**src/rtl/irq_seq_pkg.sv**
```systemverilog
package irq_seq_pkg;
  typedef enum logic [2:0] {
    S_IDLE    = 3'd0,
    S_PUSH_PC = 3'd1,
    S_PUSH_ST = 3'd2,
    S_POP_ST  = 3'd3,
    S_POP_PC  = 3'd4
  } seq_state_e;
endpackage

```
**src/rtl/irq_seq_fsm.sv**
```systemverilog
module irq_seq_fsm
  import irq_seq_pkg::*;
#(
  parameter int DATA_W = 32
) (
  input  logic              clk,
  input  logic              rst_n,
  input  logic              insn_boundary,
  input  logic              irq_req,
  input  logic              ret_req,
  input  logic              ie_bit,
  input  logic [DATA_W-1:0] core_pc_next,
  input  logic [DATA_W-1:0] core_status,
  output seq_state_e        state,
  output logic              start_entry,
  output logic              start_ret,
  output logic              busy,
  output logic [DATA_W-1:0] saved_pc,
  output logic [DATA_W-1:0] saved_st
);
  seq_state_e state_q, state_d;
  logic idle;

  assign idle        = (state_q == S_IDLE);
  assign start_ret   = idle && insn_boundary && ret_req;
  assign start_entry = idle && insn_boundary && irq_req && ie_bit && !ret_req;
  assign busy        = !idle;
  assign state       = state_q;

  always_comb begin
    state_d = state_q;
    unique case (state_q)
      S_IDLE: begin
        if (start_ret)        state_d = S_POP_ST;
        else if (start_entry) state_d = S_PUSH_PC;
      end
      S_PUSH_PC: state_d = S_PUSH_ST;
      S_PUSH_ST: state_d = S_IDLE;
      S_POP_ST:  state_d = S_POP_PC;
      S_POP_PC:  state_d = S_IDLE;
      default:   state_d = S_IDLE;
    endcase
  end

  always_ff @(posedge clk or negedge rst_n) begin
    if (!rst_n) begin
      state_q  <= S_IDLE;
      saved_pc <= '0;
      saved_st <= '0;
    end else begin
      state_q <= state_d;
      if (start_entry) begin
        saved_pc <= core_pc_next;
        saved_st <= core_status;
      end
    end
  end

  assert_push_order_R3: assert property (@(posedge clk) disable iff (!rst_n)
    (state_q == S_PUSH_ST) |-> ($past(state_q) == S_PUSH_PC));

  assert_busy_ignore_R8: assert property (@(posedge clk) disable iff (!rst_n)
    (state_q != S_IDLE) |=> !(state_q == S_PUSH_PC || state_q == S_POP_ST));
endmodule

```
**src/rtl/irq_seq_sp.sv**
```systemverilog
module irq_seq_sp #(
  parameter int               ADDR_W    = 16,
  parameter logic [ADDR_W-1:0] STACK_TOP = '1
) (
  input  logic              clk,
  input  logic              rst_n,
  input  logic              push,
  input  logic              pop,
  output logic [ADDR_W-1:0] sp,
  output logic [ADDR_W-1:0] push_addr
);
  function automatic logic [ADDR_W-1:0] sp_below(input logic [ADDR_W-1:0] p);
    return p - ADDR_W'(1);
  endfunction

  function automatic logic [ADDR_W-1:0] sp_above(input logic [ADDR_W-1:0] p);
    return p + ADDR_W'(1);
  endfunction

  assign push_addr = sp_below(sp);

  always_ff @(posedge clk or negedge rst_n) begin
    if (!rst_n)    sp <= STACK_TOP;
    else if (push) sp <= sp_below(sp);
    else if (pop)  sp <= sp_above(sp);
  end
endmodule

```
**src/rtl/irq_seq_vecreg.sv**
```systemverilog
module irq_seq_vecreg #(
  parameter int               DATA_W     = 32,
  parameter logic [DATA_W-1:0] HVEC_RESET = '0
) (
  input  logic              clk,
  input  logic              rst_n,
  input  logic              we,
  input  logic [DATA_W-1:0] wdata,
  output logic [DATA_W-1:0] hvec
);
  always_ff @(posedge clk or negedge rst_n) begin
    if (!rst_n)  hvec <= HVEC_RESET;
    else if (we) hvec <= wdata;
  end
endmodule

```
**src/rtl/irq_stack_seq.sv**
```systemverilog
module irq_stack_seq
  import irq_seq_pkg::*;
#(
  parameter int               DATA_W     = 32,
  parameter int               ADDR_W     = 16,
  parameter int               IE_BIT     = 3,
  parameter logic [ADDR_W-1:0] STACK_TOP  = '1,
  parameter logic [DATA_W-1:0] HVEC_RESET = '0
) (
  input  logic              clk,
  input  logic              rst_n,
  input  logic              insn_boundary,
  input  logic              irq_req,
  input  logic              ret_req,
  input  logic [DATA_W-1:0] core_pc_next,
  input  logic [DATA_W-1:0] core_status,
  input  logic              hvec_we,
  input  logic [DATA_W-1:0] hvec_wdata,
  output logic              stall,
  output logic              mem_req,
  output logic              mem_we,
  output logic [ADDR_W-1:0] mem_addr,
  output logic [DATA_W-1:0] mem_wdata,
  input  logic [DATA_W-1:0] mem_rdata,
  output logic              pc_load,
  output logic [DATA_W-1:0] pc_load_val,
  output logic              status_load,
  output logic [DATA_W-1:0] status_load_val
);
  localparam logic [DATA_W-1:0] IE_MASK = DATA_W'(1) << IE_BIT;

  seq_state_e        state;
  logic              start_entry, start_ret, busy;
  logic [DATA_W-1:0] saved_pc, saved_st, hvec;
  logic [ADDR_W-1:0] sp, push_addr;
  logic              in_push, in_pop;

  irq_seq_fsm #(.DATA_W(DATA_W)) u_fsm (
    .clk(clk), .rst_n(rst_n), .insn_boundary(insn_boundary),
    .irq_req(irq_req), .ret_req(ret_req), .ie_bit(core_status[IE_BIT]),
    .core_pc_next(core_pc_next), .core_status(core_status),
    .state(state), .start_entry(start_entry), .start_ret(start_ret),
    .busy(busy), .saved_pc(saved_pc), .saved_st(saved_st)
  );

  assign in_push = (state == S_PUSH_PC) || (state == S_PUSH_ST);
  assign in_pop  = (state == S_POP_ST)  || (state == S_POP_PC);

  irq_seq_sp #(.ADDR_W(ADDR_W), .STACK_TOP(STACK_TOP)) u_sp (
    .clk(clk), .rst_n(rst_n), .push(in_push), .pop(in_pop),
    .sp(sp), .push_addr(push_addr)
  );

  irq_seq_vecreg #(.DATA_W(DATA_W), .HVEC_RESET(HVEC_RESET)) u_vec (
    .clk(clk), .rst_n(rst_n), .we(hvec_we), .wdata(hvec_wdata), .hvec(hvec)
  );

  assign stall = busy || start_entry || start_ret;

  always_comb begin
    mem_req         = in_push || in_pop;
    mem_we          = in_push;
    mem_addr        = in_push ? push_addr : sp;
    mem_wdata       = (state == S_PUSH_ST) ? saved_st : saved_pc;
    pc_load         = 1'b0;
    pc_load_val     = hvec;
    status_load     = 1'b0;
    status_load_val = saved_st & ~IE_MASK;
    unique case (state)
      S_PUSH_ST: begin
        pc_load     = 1'b1;
        status_load = 1'b1;
      end
      S_POP_ST: begin
        status_load     = 1'b1;
        status_load_val = mem_rdata;
      end
      S_POP_PC: begin
        pc_load     = 1'b1;
        pc_load_val = mem_rdata;
      end
      default: ;
    endcase
  end

  assert_entry_gate_R1: assert property (@(posedge clk) disable iff (!rst_n)
    (state == S_PUSH_PC) |-> $past(irq_req && insn_boundary && core_status[IE_BIT]));

  assert_ie_clear_R4: assert property (@(posedge clk) disable iff (!rst_n)
    (pc_load && mem_we) |-> (status_load && !status_load_val[IE_BIT]));

  assert_mem_stalled_R5: assert property (@(posedge clk) disable iff (!rst_n)
    mem_req |-> stall);

  assert_pop_climb_R7: assert property (@(posedge clk) disable iff (!rst_n)
    (state == S_POP_PC) |-> (mem_addr == $past(mem_addr) + ADDR_W'(1)));
endmodule

```
**config.mk**
```make
export PLATFORM = sky130hd
export DESIGN_NAME = irq_stack_seq
export DESIGN_NICKNAME = d
export VERILOG_FILES = /design/src/rtl/irq_seq_pkg.sv /design/src/rtl/irq_seq_fsm.sv /design/src/rtl/irq_seq_sp.sv /design/src/rtl/irq_seq_vecreg.sv /design/src/rtl/irq_stack_seq.sv
export SDC_FILE = /design/constraint.sdc
export NUM_CORES = 1
export LEC_CHECK = 0
export ABC_AREA = 1
export BUFFER_PORTS_ARGS = -buffer_cell sky130_fd_sc_hd__buf_2
export CORE_ASPECT_RATIO = 1.75
export CORE_UTILIZATION = 45
export DETAILED_ROUTE_END_ITERATION = 8
export PLACE_DENSITY = 0.76
export SYNTH_ARGS = -nofsm -noshare
export SYNTH_HDL_FRONTEND = slang
export SYNTH_SLANG_ARGS = --single-unit
```
**constraint.sdc**
```tcl
create_clock -name clk -period 2.5 [get_ports clk]
set_input_delay 0.125 -clock clk [delete_from_list [all_inputs] [get_ports clk]]
set_output_delay 0.125 -clock clk [all_outputs]
set_load 0.02 [all_outputs]
```
* After elaboration in Yosys (flattened, before gate mapping)
Cells that the tools add are included.
** Storage, ports and cells
- Bits in registers :: 115
- Bits of input ports :: 134
- Logic and storage cells :: 39
- Output and inout port bits :: 117
** Cells by class
- Add/subtract/negate cells :: 2
- Equal/unequal tests :: 5
- Reduce and logical (&&, ||, !) cells :: 16
- Mux-type cells :: 11
** Operators by type and width (count)
- $mux 32 :: 3
- $mux 16 :: 3
- $add 16x1->16 const B :: 1
- $sub 16x1->16 const B :: 1
- $pmux 3 s3 :: 1
- $eq 3x2->1 const B :: 2
- $mux 3 :: 2
- $logic_and 1x1->1 :: 5
- $logic_or 1x1->1 :: 5
- $reduce_or 2->1 :: 2
- $eq 3x1->1 const B :: 1
- $eq 3x3->1 const B :: 1
- $logic_not 3->1 :: 1
- $ne 3x3->1 const B :: 1
- $logic_not 1->1 :: 2
- $mux 1 :: 2
- $reduce_bool 2->1 :: 1

* Depth between registers and ports, before layout
- Depth in word-level cells :: 8
- Gate-level depth with buffers :: 11
- Mapped depth without buffers :: 11

* By module
A second synthesis with hierarchy kept.
** Unflattened totals
- Cell total of the unflattened synthesis :: 1070
- Area, all modules :: 7652.3 um^2
** By module, submodules not included
- irq_seq_fsm :: cells an instance 357, instances 1, area each 3098.0 um^2, sequential area each 1676.6 um^2
- irq_stack_seq :: cells an instance 347, instances 1, area each 1739.2 um^2, sequential area each 0.0 um^2
- irq_seq_sp :: cells an instance 230, instances 1, area each 1522.7 um^2, sequential area each 420.4 um^2
- irq_seq_vecreg :: cells an instance 136, instances 1, area each 1292.5 um^2, sequential area each 800.8 um^2

* Worst setup path after synthesis
No wires, ideal clock.
- Kind :: register -> output
- From :: reg u_fsm.state_q[2], in the netlist u_fsm.state[2]
- To :: out mem_addr[0]
- Setup slack :: 0.740 ns
- Arrival time :: 1.635 ns
- Buffers on the path :: 1
- Cell stages (with the launch flop) :: 7
- Required time :: 2.375 ns
- Path through :: dfrtp_1 inv_1 nand3_1 nand2_4 clkbuf_1 ha_1 inv_1
** Between the ends
- Longest elaborated chain between the ends :: 3
- Elaborated cells between the ends (all ways) :: 4
- Classes of those cells :: 2 x eq/ne; 1 x mux; 1 x reduce/logical
** Ends and longest elaborated chain
- start, declared :: line irq_seq_fsm.sv:21 : seq_state_e state_q, state_d;
- start signal, assigned :: line irq_seq_fsm.sv:51 : state_q <= state_d;
- $eq 3x1->1 / $eq 3x2->1 (equally long branches) :: line irq_stack_seq.sv:46 : assign in_push = (state == S_PUSH_PC) || (state == S_PUSH_ST);
- $logic_or 1x1->1 (*) :: line irq_stack_seq.sv:46
- via mem_we :: line irq_stack_seq.sv:21 : output logic mem_we,
- $mux 16 (*) :: line irq_stack_seq.sv:63 : mem_addr = in_push ? push_addr : sp;
- end, declared :: line irq_stack_seq.sv:22 : output logic [ADDR_W-1:0] mem_addr,
Mark *: on every way through the listed nets, which the timed path passes. The rest lies on a longest branch.

* Worst setup path after layout
- From :: reg u_fsm.state_q[1], in the netlist u_fsm.state[1]
- To :: out mem_wdata[11]
** Between the ends
- Longest elaborated chain between the ends :: 2
** Ends and longest elaborated chain
- $eq 3x2->1 :: line irq_stack_seq.sv:64 : mem_wdata = (state == S_PUSH_ST) ? saved_st : saved_pc;
- $mux 32 :: line irq_stack_seq.sv:64
- end, declared :: line irq_stack_seq.sv:23 : output logic [DATA_W-1:0] mem_wdata,
No other way between the ends.

==> flow_metrics.tcl <==
set metrics [dict create \
    rows 57 \
    status "complete, no violations" \
    critPathRequiredTime_ps 2380 \
    whs_path_depth 3 \
    critical_path.cell_chain "inv_1 -> nor2_1 -> nand2_2 -> buf_4 -> nand2_1 -> o21ai_0 -> buf_2" \
    synth_warnings 0 \
    rsz0062_at_grt "no" \
    syn-mean-instance-area_um2 7.30 \
    hold_violations 0 \
    hp-start "insn_boundary" \
    tightestPinTransition_ps 898 \
    cts_buffers 17 \
    h-tree-depth 4 \
    clockBufferDepth 2 \
    powerDensity_nw_per_um2 1010 \
    hpwl_mm 14.1 \
    dieArea_um2 14800 \
    routedWlPerCell_um 15.4 \
    die_w_um 92.3 \
    final_common_cell "nand2_1" \
    tritoncts "done" \
    worstSetupPathType "reg -> out" \
    grtUsageTotal 0.295 \
    clkLatencyLatePin_ps 410 \
    fin_crit_sh 0.942 \
    cts.sinks 115 \
    syn_to_final_growth_pct 46.0 \
    grt_overflow 0 \
    setup_viol 0 \
    stdcell_count 1393 \
    cts.clk_slew.worst_paths_ps 50 \
    place_congestion 0.919 \
    root_buffer "clkbuf_16" \
    hp-class "in -> reg" \
    synth_seq_area_share 0.451 \
    syn-cell-area_um2 6420 \
    maxSlewHeadroom 0.401 \
    synthCells 879 \
    finalCriticalPeriod_ps 2350 \
    fin_tns_setup_ps 0 \
    critical_path.slowest_cell "buf_4" \
    leakage_nw 5.04 \
    grt_pass1_vias 7146 \
    antenna_found_initial 0 \
    worstRegToRegCells 9 \
    worstPathArrival_ps 2230 \
    grt_max_degree 95 \
    num-nets-final 1341 \
    slew_viol_final 0 \
    rr_startpoint "u_sp.sp[1]" \
    r2r_slack_ps 560 \
    die_h_um 160 \
    diodes 0 \
    crit_family "buffers and inverters" \
    critPathCaptureType "primary output" \
    avgViaCountPerCell 5.11 \
    fmax_ghz 0.425 \
    core_um2 13900 \
    grt_pass1_wl_mm 34.0 \
    first_pass_iters 8 \
    drive_above_1_share 0.286 \
    fin_util 0.674 \
    boundaryPins 251 \
    synth_seq_cells 115 \
    placed_cells 1265 \
    cp_max_fo 65 \
    slowest_delay_ps 500 \
    port_buffers 250 \
    critPathBufInv 3 \
    dpl-instance-area_um2 7760 \
    drt_iter0_markers 412 \
    drtAntennaViolNets 0 \
    wl_mm 21.5 \
    design_area_um2 9370 \
    vdd_drop_max_mv 0.664 \
    hold_path_end "u_fsm.state[1]" \
    start_kind "flop" \
    layout_common_cells "nand2_1, buf_2, o21ai_0, dfrtp_1, dlygate4sd3_1" \
    num_vias 7125 \
    drc 0 \
    fin_skew_ps 11.6 \
    ys_types 26 \
    r2r_end "u_sp.sp[14]" \
    syn-num-nets 1017 \
    drv_cap 0 \
    start_util 0.462 \
]
-- cells in the mapped netlist (all sizes together) --
| master | count | share of area |
|---|---|---|
| dfrtp | 99 | 0.39 |
| nand3 | 32 | 0.025 |
| nand4 | 4 | 0.0039 |
| clkbuf | 22 | 0.013 |
| dfstp | 16 | 0.065 |
| a21oi | 4 | 0.0031 |
| ha | 4 | 0.0078 |
| nor3 | 3 | 0.0023 |
| xor2 | 7 | 0.0095 |
| o21ai | 151 | 0.12 |
| a31oi | 4 | 0.0039 |
| buf | 27 | 0.025 |
| o211ai | 1 | 0.0012 |
| nand3b | 1 | 0.0012 |
| nand2 | 334 | 0.20 |
| inv | 92 | 0.054 |
| nor2 | 46 | 0.028 |
| mux2 | 32 | 0.056 |
-- kinds of logic after synthesis --
group / share of synthesized area
xor+xnor: 0.00955
mux: 0.0561
flops: 0.451
compound gates: 0.126
fa+ha+maj: 0.00780
buf+inv: 0.0920
simple gates: 0.257
-- through the flow --
stage	hold slack (ps)	setup WS, ps	total power, mW
2_1_floorplan	-171	740	5.40
4_1_cts	62.1	135	9.44
6_report	83.2	146	9.48
3_5_place_dp	91.8	596	6.64
3_3_place_gp	94.6	654	6.57
5_1_grt	86.8	17.2	10.0
-- power breakdown --
| part | internal [mW] | switching [mW] | total [mW] |
|---|---|---|---|
| logic | 1.33 | 2.59 | 3.92 |
| clock network | 1.68 | 0.938 | 2.62 |
| registers | 2.49 | 0.451 | 2.94 |
-- tightest hold or removal path, cell delays in order --
cell and delay (ps):
buf_2 100, nand4_1 140, nand2_1 70
-- sequential cells by signal, summed over array words and instances (netlist names) --
name	count
u_vec.hvec	32
u_sp.sp	16
u_fsm.state	3
u_fsm.saved_pc	32
u_fsm.saved_st	32
-- area by class of cell --
class	instances	area, um2
Clock buffer	18	429
Clock inverter	14	201
Fill cell	1129	4540
Inverter	92	345
Multi-Input combinational cell	623	2960
Sequential cell	115	2900
Tap cell	177	221
Timing Repair Buffer	354	2310
-- metal layers --
metal,part of all wire,GRT usage,wire (um)
met1,0.38,0.334,8110
met2,0.52,0.514,11200
met3,0.057,0.0519,1220
met4,0.047,0.168,1000
met5,0,0,0
-- worst max-delay path by stage --
stage / from / to / slack, ps / cells after the start
after global routing: u_fsm.state[0] / mem_req / 20 / 6
final: u_fsm.state[1] / mem_wdata[11] / 150 / 7
after CTS: u_fsm.state[2] / mem_addr[5] / 140 / 8
after detailed placement: u_sp.sp[1] / u_sp.sp[14] / 600 / 9
after floorplan: u_fsm.state[2] / mem_addr[0] / 740 / 6
after global placement: u_sp.sp[1] / u_sp.sp[12] / 650 / 9
-- timing repair --
| item | in CTS | in global routing |
|---|---|---|
| hold endpoints to repair | 123 | 0 |
| endpoints found under the setup margin | 0 | 3 |
| setup buffers | 0 | 0 |
| hold buffers | 96 | 0 |
| gates resized for setup | 0 | 3 |
No activity file was read; power rests on OpenSTA's default activity.
